==> src/rtl/bg_pkg.sv <==
package bg_pkg;

  typedef enum logic {
    BG_ASYNC = 1'b0,
    BG_SYNC  = 1'b1
  } bg_mode_e;

  // Next timer value on a step: wrap to the reload value at zero.
  function automatic logic [31:0] bg_next_count(input logic [31:0] cur,
                                                input logic [31:0] rel);
    return (cur == 32'd0) ? rel : cur - 32'd1;
  endfunction

  // Two-thirds scaler: the third tick of every group of three is dropped.
  function automatic logic bg_frac_pass(input logic en, input logic [1:0] ph);
    return !(en && (ph == 2'd2));
  endfunction

  function automatic logic [1:0] bg_frac_adv(input logic [1:0] ph);
    return (ph == 2'd2) ? 2'd0 : ph + 2'd1;
  endfunction

  // Division ratio chosen by the operating mode.
  function automatic int unsigned bg_mode_div(input bg_mode_e m,
                                              input int unsigned adiv,
                                              input int unsigned sdiv);
    return (m == BG_SYNC) ? sdiv : adiv;
  endfunction

endpackage

==> src/rtl/bg_prescale.sv <==
module bg_prescale #(
  parameter int unsigned PRE_DIV = 2
) (
  input  logic clk,
  input  logic rst_n,
  input  logic run,
  output logic step_o
);
  localparam int unsigned PH_W = (PRE_DIV > 1) ? $clog2(PRE_DIV) : 1;
  localparam logic [PH_W-1:0] PH_LAST = PH_W'(PRE_DIV - 1);

  logic [PH_W-1:0] ph_q;

  always_ff @(posedge clk) begin
    if (!rst_n)               ph_q <= '0;
    else if (!run)            ph_q <= '0;
    else if (ph_q == PH_LAST) ph_q <= '0;
    else                      ph_q <= ph_q + 1'b1;
  end

  assign step_o = run && (ph_q == PH_LAST);
endmodule

==> src/rtl/bg_timer.sv <==
module bg_timer
  import bg_pkg::*;
#(
  parameter int unsigned CNT_W = 13
) (
  input  logic             clk,
  input  logic             rst_n,
  input  logic             step,
  input  logic             wr_en,
  input  logic [CNT_W-1:0] wr_val,
  output logic [CNT_W-1:0] cnt_o,
  output logic [CNT_W-1:0] reload_o,
  output logic             uflow_o
);
  logic [CNT_W-1:0] cnt_q;
  logic [CNT_W-1:0] rel_q;
  logic [CNT_W-1:0] cnt_next;

  assign cnt_next = CNT_W'(bg_next_count(32'(cnt_q), 32'(rel_q)));

  always_ff @(posedge clk) begin
    if (!rst_n)    rel_q <= '0;
    else if (wr_en) rel_q <= wr_val;
  end

  always_ff @(posedge clk) begin
    if (!rst_n)    cnt_q <= '0;
    else if (step) cnt_q <= cnt_next;
  end

  assign uflow_o  = step && (cnt_q == '0);
  assign cnt_o    = cnt_q;
  assign reload_o = rel_q;
endmodule

==> src/rtl/bg_frac.sv <==
module bg_frac
  import bg_pkg::*;
(
  input  logic clk,
  input  logic rst_n,
  input  logic run,
  input  logic en,
  input  logic tick_in,
  output logic tick_out
);
  logic [1:0] m3_q;

  always_ff @(posedge clk) begin
    if (!rst_n)           m3_q <= 2'd0;
    else if (!run || !en) m3_q <= 2'd0;
    else if (tick_in)     m3_q <= bg_frac_adv(m3_q);
  end

  assign tick_out = tick_in && bg_frac_pass(en, m3_q);
endmodule

==> src/rtl/bg_modediv.sv <==
module bg_modediv
  import bg_pkg::*;
#(
  parameter int unsigned ASYNC_DIV = 16,
  parameter int unsigned SYNC_DIV  = 4
) (
  input  logic clk,
  input  logic rst_n,
  input  logic run,
  input  logic sync_mode,
  input  logic tick_in,
  output logic en_o
);
  localparam int unsigned MAX_DIV = (ASYNC_DIV > SYNC_DIV) ? ASYNC_DIV : SYNC_DIV;
  localparam int unsigned DIV_W   = (MAX_DIV > 1) ? $clog2(MAX_DIV) : 1;

  logic [DIV_W-1:0] d_q;
  logic [DIV_W-1:0] last;
  logic             wrap;

  assign last = DIV_W'(bg_mode_div(bg_mode_e'(sync_mode), ASYNC_DIV, SYNC_DIV) - 1);
  assign wrap = run && tick_in && (d_q >= last);

  always_ff @(posedge clk) begin
    if (!rst_n)       d_q <= '0;
    else if (!run)    d_q <= '0;
    else if (tick_in) d_q <= wrap ? '0 : d_q + 1'b1;
  end

  assign en_o = wrap;
endmodule

==> src/rtl/baud_gen.sv <==
module baud_gen #(
  parameter int unsigned CNT_W     = 13,
  parameter int unsigned BUS_W     = 16,
  parameter int unsigned PRE_DIV   = 2,
  parameter int unsigned ASYNC_DIV = 16,
  parameter int unsigned SYNC_DIV  = 4
) (
  input  logic             clk,
  input  logic             rst_n,
  input  logic             run_en,
  input  logic             rate_23_en,
  input  logic             sync_mode,
  input  logic             wr_en,
  input  logic [BUS_W-1:0] wr_data,
  output logic [BUS_W-1:0] rd_data,
  output logic             tick_o,
  output logic             scaled_tick_o,
  output logic             bit_en_o
);
  localparam int unsigned PAD_W = BUS_W - CNT_W;

  // Named internal events, visible to the bound checker.
  logic             step_w;
  logic [CNT_W-1:0] cnt_w;
  logic [CNT_W-1:0] reload_w;
  logic             uflow_w;
  logic             scaled_w;
  logic             bit_w;

  wire unused_hi_bits = ^wr_data[BUS_W-1:CNT_W];

  bg_prescale #(.PRE_DIV(PRE_DIV)) u_pre (
    .clk    (clk),
    .rst_n  (rst_n),
    .run    (run_en),
    .step_o (step_w)
  );

  bg_timer #(.CNT_W(CNT_W)) u_tmr (
    .clk      (clk),
    .rst_n    (rst_n),
    .step     (step_w),
    .wr_en    (wr_en),
    .wr_val   (wr_data[CNT_W-1:0]),
    .cnt_o    (cnt_w),
    .reload_o (reload_w),
    .uflow_o  (uflow_w)
  );

  bg_frac u_frac (
    .clk      (clk),
    .rst_n    (rst_n),
    .run      (run_en),
    .en       (rate_23_en),
    .tick_in  (uflow_w),
    .tick_out (scaled_w)
  );

  bg_modediv #(.ASYNC_DIV(ASYNC_DIV), .SYNC_DIV(SYNC_DIV)) u_div (
    .clk       (clk),
    .rst_n     (rst_n),
    .run       (run_en),
    .sync_mode (sync_mode),
    .tick_in   (scaled_w),
    .en_o      (bit_w)
  );

  assign rd_data       = {{PAD_W{1'b0}}, cnt_w};
  assign tick_o        = uflow_w;
  assign scaled_tick_o = scaled_w;
  assign bit_en_o      = bit_w;
endmodule

==> config.mk <==
export PLATFORM = sky130hd
export DESIGN_NAME = baud_gen
export DESIGN_NICKNAME = d
export VERILOG_FILES = /design/src/rtl/bg_pkg.sv /design/src/rtl/bg_prescale.sv /design/src/rtl/bg_timer.sv /design/src/rtl/bg_frac.sv /design/src/rtl/bg_modediv.sv /design/src/rtl/baud_gen.sv
export SDC_FILE = /design/constraint.sdc
export NUM_CORES = 1
export LEC_CHECK = 0
export BUFFER_PORTS_ARGS = -buffer_cell sky130_fd_sc_hd__buf_2
export CAP_MARGIN = 5
export CORE_MARGIN = 2
export CORE_UTILIZATION = 35
export CTS_CLUSTER_DIAMETER = 150
export DETAILED_ROUTE_END_ITERATION = 16
export SYNTH_ARGS = -nofsm -noshare
export SYNTH_HDL_FRONTEND = slang
export SYNTH_SLANG_ARGS = --single-unit
==> constraint.sdc <==
create_clock -name clk -period 1.95 [get_ports clk]
set_clock_uncertainty 0.2 [all_clocks]
set_input_delay 0.195 -clock clk [delete_from_list [all_inputs] [get_ports clk]]
set_output_delay 0.195 -clock clk [all_outputs]
set_load 0.03 [all_outputs]
==> impl_summary.txt <==
----------------------------------------------------
[Run status]
  Result of the run ... finished with violations
  Violations in the final reports ... setup timing

[Detailed routing]
  Detailed-route DRC error count ... 0
  Wire length reported by the detailed router ... 4560 µm
  Average wire length per cell after detail routing ... about 14 µm
  DRT antenna net count ... 0
  Average vias per placed instance ... a little over 5
  Number of DRC markers in iteration 0 ... 63
  Via total after detailed routing ... between 1,500 and 2,000
  Pre-antenna DRT Iters ... 4

[Worst setup path]
  Reg-to-reg critical path startpoint ... u_tmr.cnt_o[0]
  Crit Path Category ... flop to primary output
  Arr. time, crit path ... 1.61 ns
  Crit end category ... primary output
  R2r endpoint ... u_tmr.cnt_o[11]
  Max Fanout on Critical Path ... 5
  Setup slack, reg-to-reg ... -0.04 ns
  Critical Path RT ... 1.55 ns
  Worst reg2reg path depth ... 5
  Crit path launch type ... flop

[Die]
  Die area ... 5510 µm²
  Total number of placement rows ... 25
  I/O Pins ... between 40 and 50
  Die span in y ... 74.3 µm
  Core region area ... between 4000 and 5000 µm²
  Die width ... 74.3 µm
  Initial cell density of the core ... 36.3%

[Worst hold path]
  Type of the worst min-delay path ... primary input to flop
  Worst hold path cell count ... 3
  Startpoint of the most critical hold path ... rate_23_en
  Worst hold endpoint ... u_frac.m3_q[1]

[Final layout]
  Synthesis-to-layout area growth ... 45.7%
  Filler cell count ... between 400 and 500
  Ant diodes ... 0
  Fraction of final layout cells with drive strength greater than 1 ... 36.8%
  Final nets ... 294
  Highest-count cells in the layout ignoring fill and taps ... sky130_fd_sc_hd__buf_2, sky130_fd_sc_hd__dfxtp_1, sky130_fd_sc_hd__buf_4
  Fin area ... 2520 µm²
  Most common library cell in the layout ignoring fill and taps ... sky130_fd_sc_hd__buf_2

[Yosys]
  Yosys reg bits ... 33
  Count of synthesis-stage warnings from yosys ... 0
  Proportion of register bits with asynchronous set or reset after synthesis ... 0%
  Sequential-to-total area share from yosys stat ... 38.2%
  Synth Area in Simple Gates ... 28.2%
  Avg Inst Size Synth ... slightly below 9 µm²
  Post-synthesis instance area ... 1730 µm²
  Multiplexer fraction of the synthesized cell area ... 8.11%
  Fraction of the mapped netlist area in adder cells ... 2.90%
  Gate count of the mapped netlist ... 196
  Post-synthesis xor/xnor area fraction ... 0.507%
  Number of enable flip-flop cells after synthesis ... 0
  Synthesized-area fraction occupied by ao, oa, aoi and oai cells ... 16.1%
  Combinational family with the most area after synthesis ... simple AND/OR/NAND/NOR gates
  Count of different cell masters after synthesis ... between 50 and 60
  Dominant synthesized flop cell ... sky130_fd_sc_hd__dfxtp_1

[Clocking]
  Number of clock sinks seen by CTS ... 33
  CTS root buffer ... sky130_fd_sc_hd__clkbuf_8
  Clk slew on worst S/H paths ... 0.08 ns
  Insertion delay of the later-clocked pin in the worst-skew pair ... about 0.29 ns
  Maximum clock path buffer count ... 2
  TritonCTS Buffers ... 5
  TritonCTS clock tree ... built
  Level count of the clock H-tree ... 2

[Timing]
  Fin Setup TNS ... -0.0973 ns
  Highest clock rate ... between 400 and 500 MHz
  Final period util ... 103%
  Max-slew violation count ... 0
  PnR worst setup slack ... -0.0575 ns
  Hold slack final ... 0.0121 ns
  RSZ-0062 raised after global routing ... yes
  Final setup vio count ... 3
  Final critical-path required period ... 2.01 ns
  Hold Violations, Final ... 0

[Flow run]
  # Max-Cap Violations ... 0

[Place]
  DP Area ... 2090 µm²
  Detail Placement HPWL ... 3140 µm
  Quantity of I/O buffers inserted on ports ... 34
  Gpl congestion ... 0.792
  Pre-CTS setup slack ... -0.0229 ns

[GRT]
  Antenna violations before repair ... 0
  First-pass GRT wire length ... 7770 µm
  Pin count of the biggest net entering global routing ... 15
  Remaining Overflow, GRT ... 0
  Total global-route track usage ... about 18%
  Number of global-route vias before repair ... 1,701

[Power and ir drop]
  P per Cell Area ... 844 nW/µm²
  VDD IR max ... 0.538 mV
  Total chip power ... between 2 and 2.5 mW
  Leakage power figure ... around 1.1 nW

----------------------------------------------------
cells by family (layout without fill, tap and decap cells):
logic type                 count (synthesis)  count (layout)
adders and majority gates                  4               4
DFF                                       33              33
AOI/OAI and AO/OA                         43              43
buffers and inverters                     19              90
other                                      1               3
and+or+nand+nor                           81              81
muxes                                     14              14
xor gates and xnor gates                   1               1
metal layers:
layer / share of wire [%] / global-route usage, % / vias up
li1: - / - / 862
met1: 45 / 24.3 / 818
met2: 49 / 29.0 / 38
met3: 4.7 / 4.47 / 8
met4: 1.6 / 7.14 / 0
met5: 0 / 0 / -
power breakdown:
| group | switching, mW | internal [mW] | total (mW) | leakage, nW |
|---|---|---|---|---|
| Combinational | 0.432 | 0.408 | 0.840 | 0.775 |
| Clock | 0.281 | 0.251 | 0.532 | 0.0407 |
| Sequential | 0.0400 | 0.713 | 0.752 | 0.272 |
final cells by class:
cell class / instances / area, µm² / share of cell area [%]
multi-input combinational: 146 / 1100 / 43.5
clock buffer: 5 / 68.8 / 2.73
clock inverter: 3 / 21.3 / 0.845
timing repair buffer: 75 / 544 / 21.6
inverter: 7 / 31.3 / 1.24
sequential: 33 / 672 / 26.7
tap: 67 / 83.8 / 3.33
worst max-delay path, cell delays in order (launching register included):
cell and delay, ns:
sky130_fd_sc_hd__dfxtp_1 0.35, sky130_fd_sc_hd__ha_4 0.29, sky130_fd_sc_hd__a21o_1 0.14, sky130_fd_sc_hd__a31oi_1 0.05
sky130_fd_sc_hd__buf_4 0.16, sky130_fd_sc_hd__nor3_4 0.18, sky130_fd_sc_hd__buf_6 0.15
registers in the layout (all words and copies together), names as in the netlist:
signal / flops
u_tmr.reload_o: 13
u_tmr.cnt_o: 13
u_div.d_q: 4
u_frac.m3_q: 2
u_pre.ph_q: 1
timing repair:
action / CTS / global route
endpoints found under the setup margin: 10 / 16
pin swaps: 5 / 8
cloned: 0 / 0
buffers inserted: 8 / 2
endpoints found under the hold margin: 13 / 0
hold buffers: 13 / 0
resized for setup: 17 / 14
metrics by stage:
stage / cells / utilization, %
after global placement: 305 / 43.9
after floorplan: 198 / -
after CTS: 334 / 51.4
final: 336 / 52.9
after detailed placement: 305 / 43.9
after global routing: 336 / 52.9
synth_stat cells (all sizes together), types with 5 or more instances:
library cell | number | area [µm²]
nor2 | 24 | 90.1
inv | 7 | 26.3
nand4 | 5 | 31.3
dfxtp | 33 | 661
or4 | 5 | 45.0
a21oi | 13 | 65.1
buf | 8 | 55.1
mux2i | 14 | 140
nand2 | 11 | 41.3
o21ai | 13 | 65.1
nand3 | 9 | 50.1
how the worst max path moves through the flow:
stage	start	end	slack, ns	depth (start not counted)
final	u_div.d_q[3]	bit_en_o	-0.06	6
after global placement	u_tmr.cnt_o[0]	u_div.d_q[1]	0.01	7
after floorplan	u_tmr.cnt_o[9]	bit_en_o	-0.06	4
after global routing	u_tmr.cnt_o[0]	bit_en_o	-0.15	7
after detailed placement	u_tmr.cnt_o[0]	u_tmr.cnt_o[0]	-0.02	7
after CTS	u_tmr.cnt_o[1]	bit_en_o	-0.07	7
(Power assumes the default switching activity.)
